--- src/rtl/mbx_pkg.sv ---
package mbx_pkg;

  localparam int B_OBF = 0;
  localparam int B_IBF = 1;
  localparam int B_F0  = 2;
  localparam int B_RDY = 4;
  localparam int B_IBR = 5;

  localparam logic [7:0] CMD_CANCEL = 8'h22;
  localparam logic [7:0] CMD_NORMAL = 8'h01;
  localparam logic [7:0] CMD_EOC    = 8'h03;

  localparam int MIN_LIMIT = 6;
  localparam int LEN_FIRST = 2;
  localparam int LEN_BYTES = 4;

  typedef enum logic [3:0] {
    E_OK        = 4'd0,
    E_TMO_RDY   = 4'd1,
    E_TMO_IBF0  = 4'd2,
    E_TMO_IBR   = 4'd3,
    E_TMO_IBFD  = 4'd4,
    E_TMO_IBFE  = 4'd5,
    E_TMO_F0    = 4'd6,
    E_TMO_OBF   = 4'd7,
    E_BAD_START = 4'd8,
    E_BAD_END   = 4'd9,
    E_NO_F0     = 4'd10,
    E_LEN_OVER  = 4'd11,
    E_LIMIT     = 4'd12
  } err_e;

  typedef struct packed {
    logic [7:0] mask;
    logic [7:0] val;
    logic       long_t;
    logic       rdy_sub;
  } poll_req_t;

  localparam poll_req_t REQ_RDY     = '{mask: 8'h10, val: 8'h10, long_t: 1'b0, rdy_sub: 1'b1};
  localparam poll_req_t REQ_IBF_CLR = '{mask: 8'h02, val: 8'h00, long_t: 1'b1, rdy_sub: 1'b0};
  localparam poll_req_t REQ_IBR     = '{mask: 8'h20, val: 8'h20, long_t: 1'b1, rdy_sub: 1'b0};
  localparam poll_req_t REQ_F0      = '{mask: 8'h04, val: 8'h04, long_t: 1'b1, rdy_sub: 1'b0};
  localparam poll_req_t REQ_OBF     = '{mask: 8'h01, val: 8'h01, long_t: 1'b1, rdy_sub: 1'b0};

endpackage

--- src/rtl/mbx_poll.sv ---
module mbx_poll
  import mbx_pkg::*;
#(
  parameter int TMO_SHORT = 20,
  parameter int TMO_LONG  = 2000
) (
  input  logic       clk,
  input  logic       rst,
  input  logic       go,
  input  poll_req_t  req,
  output logic       rd,
  output logic       addr,
  input  logic [7:0] rdata,
  output logic       hit,
  output logic       hit_f0,
  output logic       tmo
);

  localparam int CW = $clog2(TMO_LONG + 1);

  typedef enum logic [1:0] {PI, PS, PD} pst_e;

  pst_e            ps;
  poll_req_t       req_q;
  logic [CW-1:0]   cnt;
  logic [CW-1:0]   lim_m1;
  logic            sub;
  logic            match;

  assign lim_m1 = req_q.long_t ? CW'(TMO_LONG - 1) : CW'(TMO_SHORT - 1);

  always_comb begin
    sub   = (ps == PS) && req_q.rdy_sub && rdata[B_OBF];
    match = (rdata & req_q.mask) == req_q.val;
  end

  always_ff @(posedge clk) begin
    if (rst) begin
      ps     <= PI;
      req_q  <= '0;
      cnt    <= '0;
      rd     <= 1'b0;
      addr   <= 1'b1;
      hit    <= 1'b0;
      hit_f0 <= 1'b0;
      tmo    <= 1'b0;
    end else begin
      hit <= 1'b0;
      tmo <= 1'b0;
      case (ps)
        PI: begin
          if (go) begin
            req_q <= req;
            cnt   <= '0;
            rd    <= 1'b1;
            addr  <= 1'b1;
            ps    <= PS;
          end
        end
        PS, PD: begin
          if (sub) begin
            addr <= 1'b0;
            ps   <= PD;
          end else if (match) begin
            hit    <= 1'b1;
            hit_f0 <= rdata[B_F0];
            rd     <= 1'b0;
            ps     <= PI;
          end else if (cnt == lim_m1) begin
            tmo <= 1'b1;
            rd  <= 1'b0;
            ps  <= PI;
          end else begin
            cnt  <= cnt + 1'b1;
            addr <= 1'b1;
            ps   <= PS;
          end
        end
        default: ps <= PI;
      endcase
    end
  end

  // a wait ends either matched or expired, never both
  p_hit_tmo_excl_r5: assert property (@(posedge clk) disable iff (rst) !(hit && tmo));
  // the compare count stays inside the selected window
  p_cnt_bound_r5: assert property (@(posedge clk) disable iff (rst) (ps != PI) |-> (cnt <= lim_m1));
  // a match is only reported after a read was on the bus
  p_hit_after_read_r5: assert property (@(posedge clk) disable iff (rst) hit |-> $past(rd));

endmodule

--- src/rtl/mbx_len_cap.sv ---
module mbx_len_cap
  import mbx_pkg::*;
#(
  parameter int LEN_W = 16
) (
  input  logic             clk,
  input  logic             rst,
  input  logic             clr,
  input  logic             push,
  input  logic [LEN_W-1:0] idx,
  input  logic [7:0]       din,
  output logic [31:0]      len
);

  logic in_win;

  assign in_win = (idx >= LEN_W'(LEN_FIRST)) && (idx < LEN_W'(LEN_FIRST + LEN_BYTES));

  always_ff @(posedge clk) begin
    if (rst || clr) begin
      len <= '0;
    end else if (push && in_win) begin
      len <= {len[23:0], din};
    end
  end

  // each byte of the length window lands in the low byte, older bytes move up
  p_len_shift_r9: assert property (@(posedge clk) disable iff (rst)
    (push && in_win && !clr) |=> (len[7:0] == $past(din)));

endmodule

--- src/rtl/mbx_seq.sv ---
module mbx_seq
  import mbx_pkg::*;
#(
  parameter int LEN_W     = 16,
  parameter int TMO_SHORT = 20,
  parameter int TMO_LONG  = 2000
) (
  input  logic             clk,
  input  logic             rst,
  input  logic             start_send,
  input  logic             start_recv,
  input  logic [LEN_W-1:0] rx_limit,
  input  logic             tx_valid,
  input  logic [7:0]       tx_data,
  input  logic             tx_last,
  output logic             tx_ready,
  output logic             rx_valid,
  output logic [7:0]       rx_data,
  output logic             busy,
  output logic             done,
  output logic [3:0]       err_code,
  output logic [31:0]      resp_len,
  output logic             bus_rd,
  output logic             bus_wr,
  output logic             bus_addr,
  output logic [7:0]       bus_wdata,
  input  logic [7:0]       bus_rdata
);

  typedef enum logic [4:0] {
    S_IDLE, S_CANCEL, S_W_RDY, S_W_IBF0, S_NORMAL, S_W_IBR, S_W_IBFD,
    S_TXACC, S_TXWR, S_W_IBFE, S_EOC, S_W_F0, S_RDSTART, S_W_OBF,
    S_RDBYTE, S_RDEND, S_DONE
  } st_e;

  st_e              st;
  err_e             err_q;
  logic             is_rx;
  logic             last_q;
  logic [LEN_W-1:0] lim_q;
  logic [LEN_W-1:0] tcnt;
  logic [LEN_W-1:0] rcnt;
  logic [LEN_W-1:0] rcnt_nx;
  logic             fsm_rd, fsm_wr, fsm_addr;
  logic [7:0]       fsm_wdata;
  logic             p_go, p_rd, p_addr, p_hit, p_hit_f0, p_tmo;
  poll_req_t        preq;
  logic [31:0]      cap_len;
  logic             cap_clr;
  logic             cap_push;
  logic             short_lim;

  assign rcnt_nx   = rcnt + 1'b1;
  assign short_lim = rx_limit < LEN_W'(MIN_LIMIT);
  assign cap_clr   = (st == S_IDLE) && !start_send && start_recv;
  assign cap_push  = (st == S_RDBYTE);

  mbx_poll #(.TMO_SHORT(TMO_SHORT), .TMO_LONG(TMO_LONG)) u_poll (
    .clk    (clk),
    .rst    (rst),
    .go     (p_go),
    .req    (preq),
    .rd     (p_rd),
    .addr   (p_addr),
    .rdata  (bus_rdata),
    .hit    (p_hit),
    .hit_f0 (p_hit_f0),
    .tmo    (p_tmo)
  );

  mbx_len_cap #(.LEN_W(LEN_W)) u_len (
    .clk  (clk),
    .rst  (rst),
    .clr  (cap_clr),
    .push (cap_push),
    .idx  (rcnt),
    .din  (bus_rdata),
    .len  (cap_len)
  );

  always_ff @(posedge clk) begin
    if (rst) begin
      st        <= S_IDLE;
      err_q     <= E_OK;
      is_rx     <= 1'b0;
      last_q    <= 1'b0;
      lim_q     <= '0;
      tcnt      <= '0;
      rcnt      <= '0;
      fsm_rd    <= 1'b0;
      fsm_wr    <= 1'b0;
      fsm_addr  <= 1'b0;
      fsm_wdata <= '0;
      p_go      <= 1'b0;
      preq      <= '0;
      done      <= 1'b0;
      err_code  <= '0;
      resp_len  <= '0;
      rx_valid  <= 1'b0;
      rx_data   <= '0;
    end else begin
      fsm_rd   <= 1'b0;
      fsm_wr   <= 1'b0;
      p_go     <= 1'b0;
      done     <= 1'b0;
      rx_valid <= 1'b0;
      case (st)
        S_IDLE: begin
          if (start_send) begin
            is_rx     <= 1'b0;
            tcnt      <= '0;
            fsm_wr    <= 1'b1;
            fsm_addr  <= 1'b1;
            fsm_wdata <= CMD_CANCEL;
            st        <= S_CANCEL;
          end else if (start_recv) begin
            is_rx <= 1'b1;
            lim_q <= rx_limit;
            rcnt  <= '0;
            if (short_lim) begin
              err_q <= E_LIMIT;
              st    <= S_DONE;
            end else begin
              p_go <= 1'b1;
              preq <= REQ_F0;
              st   <= S_W_F0;
            end
          end
        end
        S_CANCEL: begin
          p_go <= 1'b1;
          preq <= REQ_RDY;
          st   <= S_W_RDY;
        end
        S_W_RDY: begin
          if (p_hit) begin
            p_go <= 1'b1;
            preq <= REQ_IBF_CLR;
            st   <= S_W_IBF0;
          end else if (p_tmo) begin
            err_q <= E_TMO_RDY;
            st    <= S_DONE;
          end
        end
        S_W_IBF0: begin
          if (p_hit) begin
            fsm_wr    <= 1'b1;
            fsm_addr  <= 1'b1;
            fsm_wdata <= CMD_NORMAL;
            st        <= S_NORMAL;
          end else if (p_tmo) begin
            err_q <= E_TMO_IBF0;
            st    <= S_DONE;
          end
        end
        S_NORMAL: begin
          p_go <= 1'b1;
          preq <= REQ_IBR;
          st   <= S_W_IBR;
        end
        S_W_IBR: begin
          if (p_hit) begin
            p_go <= 1'b1;
            preq <= REQ_IBF_CLR;
            st   <= S_W_IBFD;
          end else if (p_tmo) begin
            err_q <= E_TMO_IBR;
            st    <= S_DONE;
          end
        end
        S_W_IBFD: begin
          if (p_hit) begin
            st <= S_TXACC;
          end else if (p_tmo) begin
            err_q <= E_TMO_IBFD;
            st    <= S_DONE;
          end
        end
        S_TXACC: begin
          if (tx_valid) begin
            fsm_wr    <= 1'b1;
            fsm_addr  <= 1'b0;
            fsm_wdata <= tx_data;
            tcnt      <= tcnt + 1'b1;
            last_q    <= tx_last;
            st        <= S_TXWR;
          end
        end
        S_TXWR: begin
          p_go <= 1'b1;
          preq <= REQ_IBF_CLR;
          st   <= last_q ? S_W_IBFE : S_W_IBFD;
        end
        S_W_IBFE: begin
          if (p_hit) begin
            fsm_wr    <= 1'b1;
            fsm_addr  <= 1'b1;
            fsm_wdata <= CMD_EOC;
            st        <= S_EOC;
          end else if (p_tmo) begin
            err_q <= E_TMO_IBFE;
            st    <= S_DONE;
          end
        end
        S_EOC: begin
          err_q <= E_OK;
          st    <= S_DONE;
        end
        S_W_F0: begin
          if (p_hit) begin
            fsm_rd   <= 1'b1;
            fsm_addr <= 1'b0;
            st       <= S_RDSTART;
          end else if (p_tmo) begin
            err_q <= E_TMO_F0;
            st    <= S_DONE;
          end
        end
        S_RDSTART: begin
          if (bus_rdata != CMD_NORMAL) begin
            err_q <= E_BAD_START;
            st    <= S_DONE;
          end else begin
            p_go <= 1'b1;
            preq <= REQ_OBF;
            st   <= S_W_OBF;
          end
        end
        S_W_OBF: begin
          if (p_hit) begin
            fsm_rd   <= 1'b1;
            fsm_addr <= 1'b0;
            st       <= p_hit_f0 ? S_RDEND : S_RDBYTE;
          end else if (p_tmo) begin
            err_q <= E_TMO_OBF;
            st    <= S_DONE;
          end
        end
        S_RDBYTE: begin
          rx_valid <= 1'b1;
          rx_data  <= bus_rdata;
          rcnt     <= rcnt_nx;
          if (rcnt_nx == lim_q) begin
            err_q <= E_NO_F0;
            st    <= S_DONE;
          end else begin
            p_go <= 1'b1;
            preq <= REQ_OBF;
            st   <= S_W_OBF;
          end
        end
        S_RDEND: begin
          if (bus_rdata != CMD_EOC) begin
            err_q <= E_BAD_END;
          end else if (cap_len > {{(32-LEN_W){1'b0}}, lim_q}) begin
            err_q <= E_LEN_OVER;
          end else begin
            err_q <= E_OK;
          end
          st <= S_DONE;
        end
        S_DONE: begin
          done     <= 1'b1;
          err_code <= err_q;
          resp_len <= is_rx ? cap_len : {{(32-LEN_W){1'b0}}, tcnt};
          st       <= S_IDLE;
        end
        default: st <= S_IDLE;
      endcase
    end
  end

  assign tx_ready  = (st == S_TXACC);
  assign busy      = (st != S_IDLE);
  assign bus_rd    = fsm_rd | p_rd;
  assign bus_addr  = p_rd ? p_addr : fsm_addr;
  assign bus_wr    = fsm_wr;
  assign bus_wdata = fsm_wdata;

  // reads and writes never share a cycle
  p_no_rw_clash_r1: assert property (@(posedge clk) disable iff (rst) !(bus_rd && bus_wr));
  // an accepted send opens with the cancel command
  p_cancel_first_r2: assert property (@(posedge clk) disable iff (rst)
    (st == S_IDLE && start_send) |=> (bus_wr && bus_addr && bus_wdata == CMD_CANCEL));
  // each accepted stream byte goes to the data port on the next cycle
  p_tx_write_r3: assert property (@(posedge clk) disable iff (rst)
    (tx_valid && tx_ready) |=> (bus_wr && !bus_addr && bus_wdata == $past(tx_data)));
  // a too-small limit is refused without any bus access
  p_short_limit_r6: assert property (@(posedge clk) disable iff (rst)
    (st == S_IDLE && !start_send && start_recv && short_lim)
      |=> (!bus_rd && !bus_wr) ##1 (done && err_code == E_LIMIT));
  // a successful receive never reports a length above its limit
  p_len_ok_r9: assert property (@(posedge clk) disable iff (rst)
    (done && is_rx && err_code == E_OK) |-> (resp_len <= {{(32-LEN_W){1'b0}}, lim_q}));
  // completion is a single pulse followed by idle
  p_done_pulse_r11: assert property (@(posedge clk) disable iff (rst) done |=> (!done && !busy));

endmodule

--- config.mk ---
export PLATFORM = sky130hd
export DESIGN_NAME = mbx_seq
export DESIGN_NICKNAME = d
export VERILOG_FILES = /design/src/rtl/mbx_pkg.sv /design/src/rtl/mbx_poll.sv /design/src/rtl/mbx_len_cap.sv /design/src/rtl/mbx_seq.sv
export SDC_FILE = /design/constraint.sdc
export NUM_CORES = 1
export LEC_CHECK = 0
export CORE_UTILIZATION = 24
export CTS_BUF_LIST = sky130_fd_sc_hd__clkbuf_4 sky130_fd_sc_hd__clkbuf_8
export CTS_CLUSTER_DIAMETER = 80
export DETAILED_ROUTE_END_ITERATION = 6
export GPL_TIMING_DRIVEN = 1
export PLACE_DENSITY = 0.42
export SYNTH_ARGS = -nofsm -noshare
export SYNTH_HDL_FRONTEND = slang
export SYNTH_HIERARCHICAL = 1
export SYNTH_SLANG_ARGS = --single-unit
--- constraint.sdc ---
create_clock -name clk -period 7.8 [get_ports clk]
set_input_delay 2.34 -clock clk [delete_from_list [all_inputs] [get_ports clk]]
set_output_delay 2.34 -clock clk [all_outputs]
set_load 0.005 [all_outputs]
* Word-level counts from Yosys, hierarchy flattened
Cells that the tools add are included.
** Storage, ports and cells
- Input port bits :: 38
- Word-level logic and storage cells :: 249
- Register bits after elaboration :: 203
** Cells by class
- Add/sub/neg operators :: 3
- Equal/unequal tests :: 60
- $lt $le $gt $ge :: 4
- Reduce and logical (&&, ||, !) cells :: 43
- Mux-type cells :: 100
- Bitwise logic cells :: 6
** Operator list (number)
- 18-bit case mux with 7 select lines :: 1
- 18-bit 2-to-1 mux :: 6
- 4-bit 2-to-1 mux :: 22
- 5-bit case mux with 15 select lines :: 1
- 5-bit 2-to-1 mux :: 14
- 16-bit 2-to-1 mux :: 4
- 16-bit case mux with 2 select lines :: 2
- 11-bit 2-to-1 mux :: 5
- 4-bit case mux with 12 select lines :: 1
- 2-bit != test (second input constant) :: 21
- 5-bit by 4-bit equality test with 1-bit output (second input constant) :: 8
- 16-bit by 1-bit adder with 16-bit output (second input constant) :: 2
- 32-bit by 16-bit > comparator with 1-bit output :: 1
- 16-bit by 3-bit < comparator with 1-bit output (second input constant) :: 2
- 32-bit 2-to-1 mux :: 1
- 8-bit 2-to-1 mux :: 4
- 8-bit case mux with 4 select lines :: 1
- 1-bit 2-to-1 mux :: 28
- 2-bit by 1-bit != test with 1-bit output (second input constant) :: 12
- 11-bit case mux with 2 select lines :: 1
- 5-bit by 3-bit equality test with 1-bit output (second input constant) :: 4
- 20-bit AND reduction :: 1
- 16-bit equality test :: 1
- 16-bit by 2-bit greater-or-equal comparator with 1-bit output (second input constant) :: 1
- 40 further kinds :: 72

* Depth between registers and ports, before layout
- Depth after elaboration :: 6
- Depth in mapped cells :: 11
- Depth with buffers taken out :: 9

* By module
Netlist, hierarchy kept.
** By module, submodules not included
- mbx_seq :: times used 1, area each 6603.8 sq um, seq. area each 2462.4 sq um, cells each 853
- mbx_poll :: times used 1, area each 1894.3 sq um, seq. area each 720.7 sq um, cells each 248
- mbx_len_cap :: times used 1, area each 1224.9 sq um, seq. area each 640.6 sq um, cells each 118

* Least setup slack after synthesis
Ideal clock, no wire load.
- Kind :: input to register
- From :: input start_send
- To :: register u_len.len[24]
- Arrival time :: 3.883 ns
- Slack :: 3.846 ns
- Library setup time :: 0.072 ns
- Path buffers :: 3
- Stages on the path :: 9
- Cells stage by stage :: nor3_1 > nand2_1 > clkbuf_1 > clkinv_1 > buf_1 > nor2_1 > clkbuf_1 > nand2_1 > mux2i_1
** Between the ends
- Word-level cells in the longest chain between the ends :: 4
** RTL lines
- start: declaration :: RTL line mbx_seq.sv:10 : input logic start_send,
- 1-bit logical NOT :: RTL line mbx_seq.sv:55 : assign cap_clr = (st == S_IDLE) && !start_send && start_recv;
- 1-bit logical AND (2 in a row) :: RTL line mbx_seq.sv:55
- named net cap_clr :: RTL line mbx_seq.sv:49 : logic cap_clr;
- 1-bit logical OR :: RTL line mbx_len_cap.sv:20 : if (rst || clr) begin
- end signal: assignment :: RTL line mbx_len_cap.sv:23 : len <= {len[23:0], din};
- end: declaration :: RTL line mbx_len_cap.sv:12 : output logic [31:0] len
The timed path passes the listed nets, and every way through them passes these cells.
A chain may end at the register's enable or synchronous reset.

* Final worst setup path
- From :: register st[1]
- To :: output busy
** Between the ends
- Word-level cells in the longest chain between the ends :: 1
** RTL lines
- start: declaration :: RTL line mbx_seq.sv:36 : st_e st;
- start signal: assignment :: RTL line mbx_seq.sv:192 : st <= last_q ? S_W_IBFE : S_W_IBFD;
- start signal: assignment :: RTL line mbx_seq.sv:233 : st <= p_hit_f0 ? S_RDEND : S_RDBYTE;
- 5-bit nonzero test :: RTL line mbx_seq.sv:274 : assign busy = (st != S_IDLE);
- end: declaration :: RTL line mbx_seq.sv:19 : output logic busy,
Every way passes these cells.

==> flow_summary.json <==
{
  "yosysTopAreaCellShare": 0.393,
  "fp.dieArea_um2": 41300,
  "drcViolationCount": 15,
  "via_count": 8816,
  "cts_setup_buffers": 0,
  "drive_above_1_share": 0.0592,
  "portBuffers": 96,
  "grt_usage": 0.148,
  "synth_cell_type_count": 80,
  "ant_nets": 0,
  "firstDrtPassIters": 7,
  "hp-class": "reg -> reg",
  "viasPerCell": 4.87,
  "synth_ff_type": "dfxtp_1",
  "fmax_mhz": 212,
  "critical_path_class": "reg -> out",
  "antennaDiodeCount": 0,
  "place_congestion": 0.818,
  "ys_ff_latch": 191,
  "initial_utilization": 0.244,
  "drtIter0Drc": 562,
  "ys_seq_area_frac": 0.393,
  "status": "finished, violations left",
  "leakagePower_nw": 3.82,
  "p_per_area_nw_per_um2": 241,
  "worstSetupStartpointType": "register",
  "insertion_delay_ps": 480,
  "cts_made_buffers": 17,
  "ys_warn_count": 6,
  "cts.sinks": 191,
  "grt_overflow": 0,
  "cts_tree": "done",
  "die_h_um": 203,
  "pre_cts_slack_ps": 2830,
  "ios": 97,
  "syn_area_um2": 9720,
  "areaGrowthSynthToFinish_pct": 18.3,
  "relSlewSlack": 0.361,
  "startpoint": "st[1]",
  "ctsHoldBuffers": 0,
  "hold_start": "resp_len[25]",
  "fin_ws_ps": 3090,
  "syn_area_per_cell_um2": 7.98,
  "post_dp_cell_area_um2": 11100,
  "skew_ps": 17.3,
  "crit_arrival_ps": 2370,
  "maxSlewViolCount": 0,
  "std_cell_rows": 73,
  "tns_ps": 0,
  "r2r_start": "st[3]",
  "end_kind": "primary output",
  "synth_largest_area_cell": "dfxtp_1",
  "peakVddDrop_uv": 108,
  "totalWireLength_um": 30300,
  "tightest_slew_ps": 955,
  "cts_buffer_depth": 2,
  "hold_ws_ps": 455,
  "syn-instance-count": 1219,
  "final.period_utilization": 0.604,
  "post_drt_wl_per_cell_um": 16.8,
  "grt_max_degree": 53,
  "cts_resized": 0,
  "fin_crit_ps": 4710,
  "yosys-top-cells-area": "dfxtp_1 39%, nand2_1 8.1%, a21oi_1 6.1%",
  "cp.required_ps": 5460,
  "dieWidth_um": 203,
  "rsz0062_at_grt": "no",
  "finalHoldViolCount": 0,
  "violations": "DRC",
  "final_area_um2": 11500,
  "antenna_found_initial": 0,
  "async_flop_share": 0,
  "synth-edff-count": 0,
  "final_cell_mix": "211 x nand2_1, 191 x dfxtp_1, 119 x a21oi_1",
  "drv_cap": 0,
  "nFillCells": 4379,
  "dp.final_hpwl_um": 22100,
  "cts.clk_slew.worst_paths_ps": 100,
  "path_max_fanout": 27,
  "layout_commonest_cell": "nand2_1",
  "p_total_w": 0.00277,
  "cts_htree_levels": 4,
  "setup_viol": 0,
  "core_um2": 39800,
  "nets": 1334,
  "cts-root-buf": "clkbuf_8",
  "grt_pass1_wl_um": 48100,
  "grt_pass1_vias": 8277
}
-- where the power goes --
part | total [W] | switching, W | internal (W)
Combinational | 0.000938 | 0.000587 | 0.000351
Sequential | 0.00114 | 0.0000754 | 0.00106
Clock | 0.000698 | 0.000378 | 0.000321
-- critical path, stage by stage (launching register included) --
cell and delay, ps:
dfxtp_1 340, buf_4 220, or3_1 440, nor2_2 270, inv_1 150, clkdlybuf4s50_1 470
-- cells by family (layout without fill, tap and decap cells) --
kind of cell | after synthesis | in the layout | share of synthesized area
AO/OA/AOI/OAI | 275 | 275 | 0.178
XOR/XNOR | 32 | 32 | 0.0288
adder cells (fa/ha/maj) | 22 | 22 | 0.0283
buffers and inverters | 116 | 175 | 0.0513
flip-flops | 191 | 191 | 0.393
multiplexers | 56 | 56 | 0.0579
other | 1 | 7 | 0.000386
AND/OR/NAND/NOR | 526 | 526 | 0.262
-- state kept, by name, summed over array words and instances, names as in the netlist, 2 cells and up --
register / cells
rx_data: 8
resp_len: 32
u_poll/ps: 2
lim_q: 16
preq: 6
u_poll/req_q: 18
err_code: 4
u_len/len: 32
rcnt: 16
err_q: 4
st: 5
tcnt: 16
u_poll/cnt: 11
bus_wdata: 8
-- area by class of cell --
class | instances | area, um^2 | area share
tap | 525 | 657 | 0.0571
multi-input combinational | 918 | 5430 | 0.472
clock inverter | 11 | 156 | 0.0136
timing repair buffer | 109 | 1060 | 0.0918
clock buffer | 18 | 241 | 0.0210
sequential | 191 | 3820 | 0.332
inverter | 37 | 139 | 0.0121
-- per-stage QoR --
step | utilization | std cells
after global routing | 0.289 | 1809
after floorplan | - | 1225
after detailed placement | 0.279 | 1780
after CTS | 0.289 | 1809
after global placement | 0.279 | 1780
final | 0.289 | 1809
-- per-layer routing --
layer | wire, um | track usage | share of wire | vias to the layer above
met4 | 340 | 0.0357 | 0.011 | 0
met2 | 13800 | 0.234 | 0.45 | 175
li1 | - | - | - | 4423
met1 | 15100 | 0.207 | 0.50 | 4201
met5 | 0 | 0 | 0 | -
met3 | 1130 | 0.0259 | 0.037 | 17
-- synth_stat cells, types with 4 or more instances --
| cell | count |
|---|---|
| or3_1 | 9 |
| a22oi_1 | 10 |
| nor3b_1 | 5 |
| nand4_1 | 20 |
| a21oi_1 | 119 |
| or4_1 | 4 |
| xor2_1 | 11 |
| clkbuf_1 | 52 |
| o21ai_1 | 11 |
| and4_1 | 5 |
| or2_2 | 6 |
| nand3_1 | 46 |
| and3_1 | 17 |
| nor4b_1 | 4 |
| dfxtp_1 | 191 |
| inv_1 | 36 |
| nor3_1 | 37 |
| a41oi_1 | 4 |
| buf_4 | 6 |
| a21o_1 | 9 |
| and2_1 | 4 |
| nand2b_1 | 4 |
| nor4_1 | 17 |
| buf_1 | 8 |
| and3b_1 | 4 |
| xnor2_1 | 21 |
| mux2i_1 | 54 |
| a211oi_1 | 26 |
| a32oi_1 | 9 |
| buf_6 | 4 |
| buf_2 | 9 |
| o21ai_0 | 35 |
| ha_1 | 22 |
| a31oi_1 | 9 |
| nand2_1 | 211 |
| nor2_1 | 100 |
| nor2b_1 | 12 |
| a311oi_1 | 5 |
-- worst paths after layout --
| path | end | cells past startpoint | slack (ps) |
|---|---|---|---|
| min | resp_len[25] | 2 | 460 |
| max | busy | 5 | 3090 |
| max reg2reg | u_len/len[20] | 10 | 4490 |
| min reg2reg | resp_len[25] | 2 | 460 |
(Power assumes the default switching activity.)
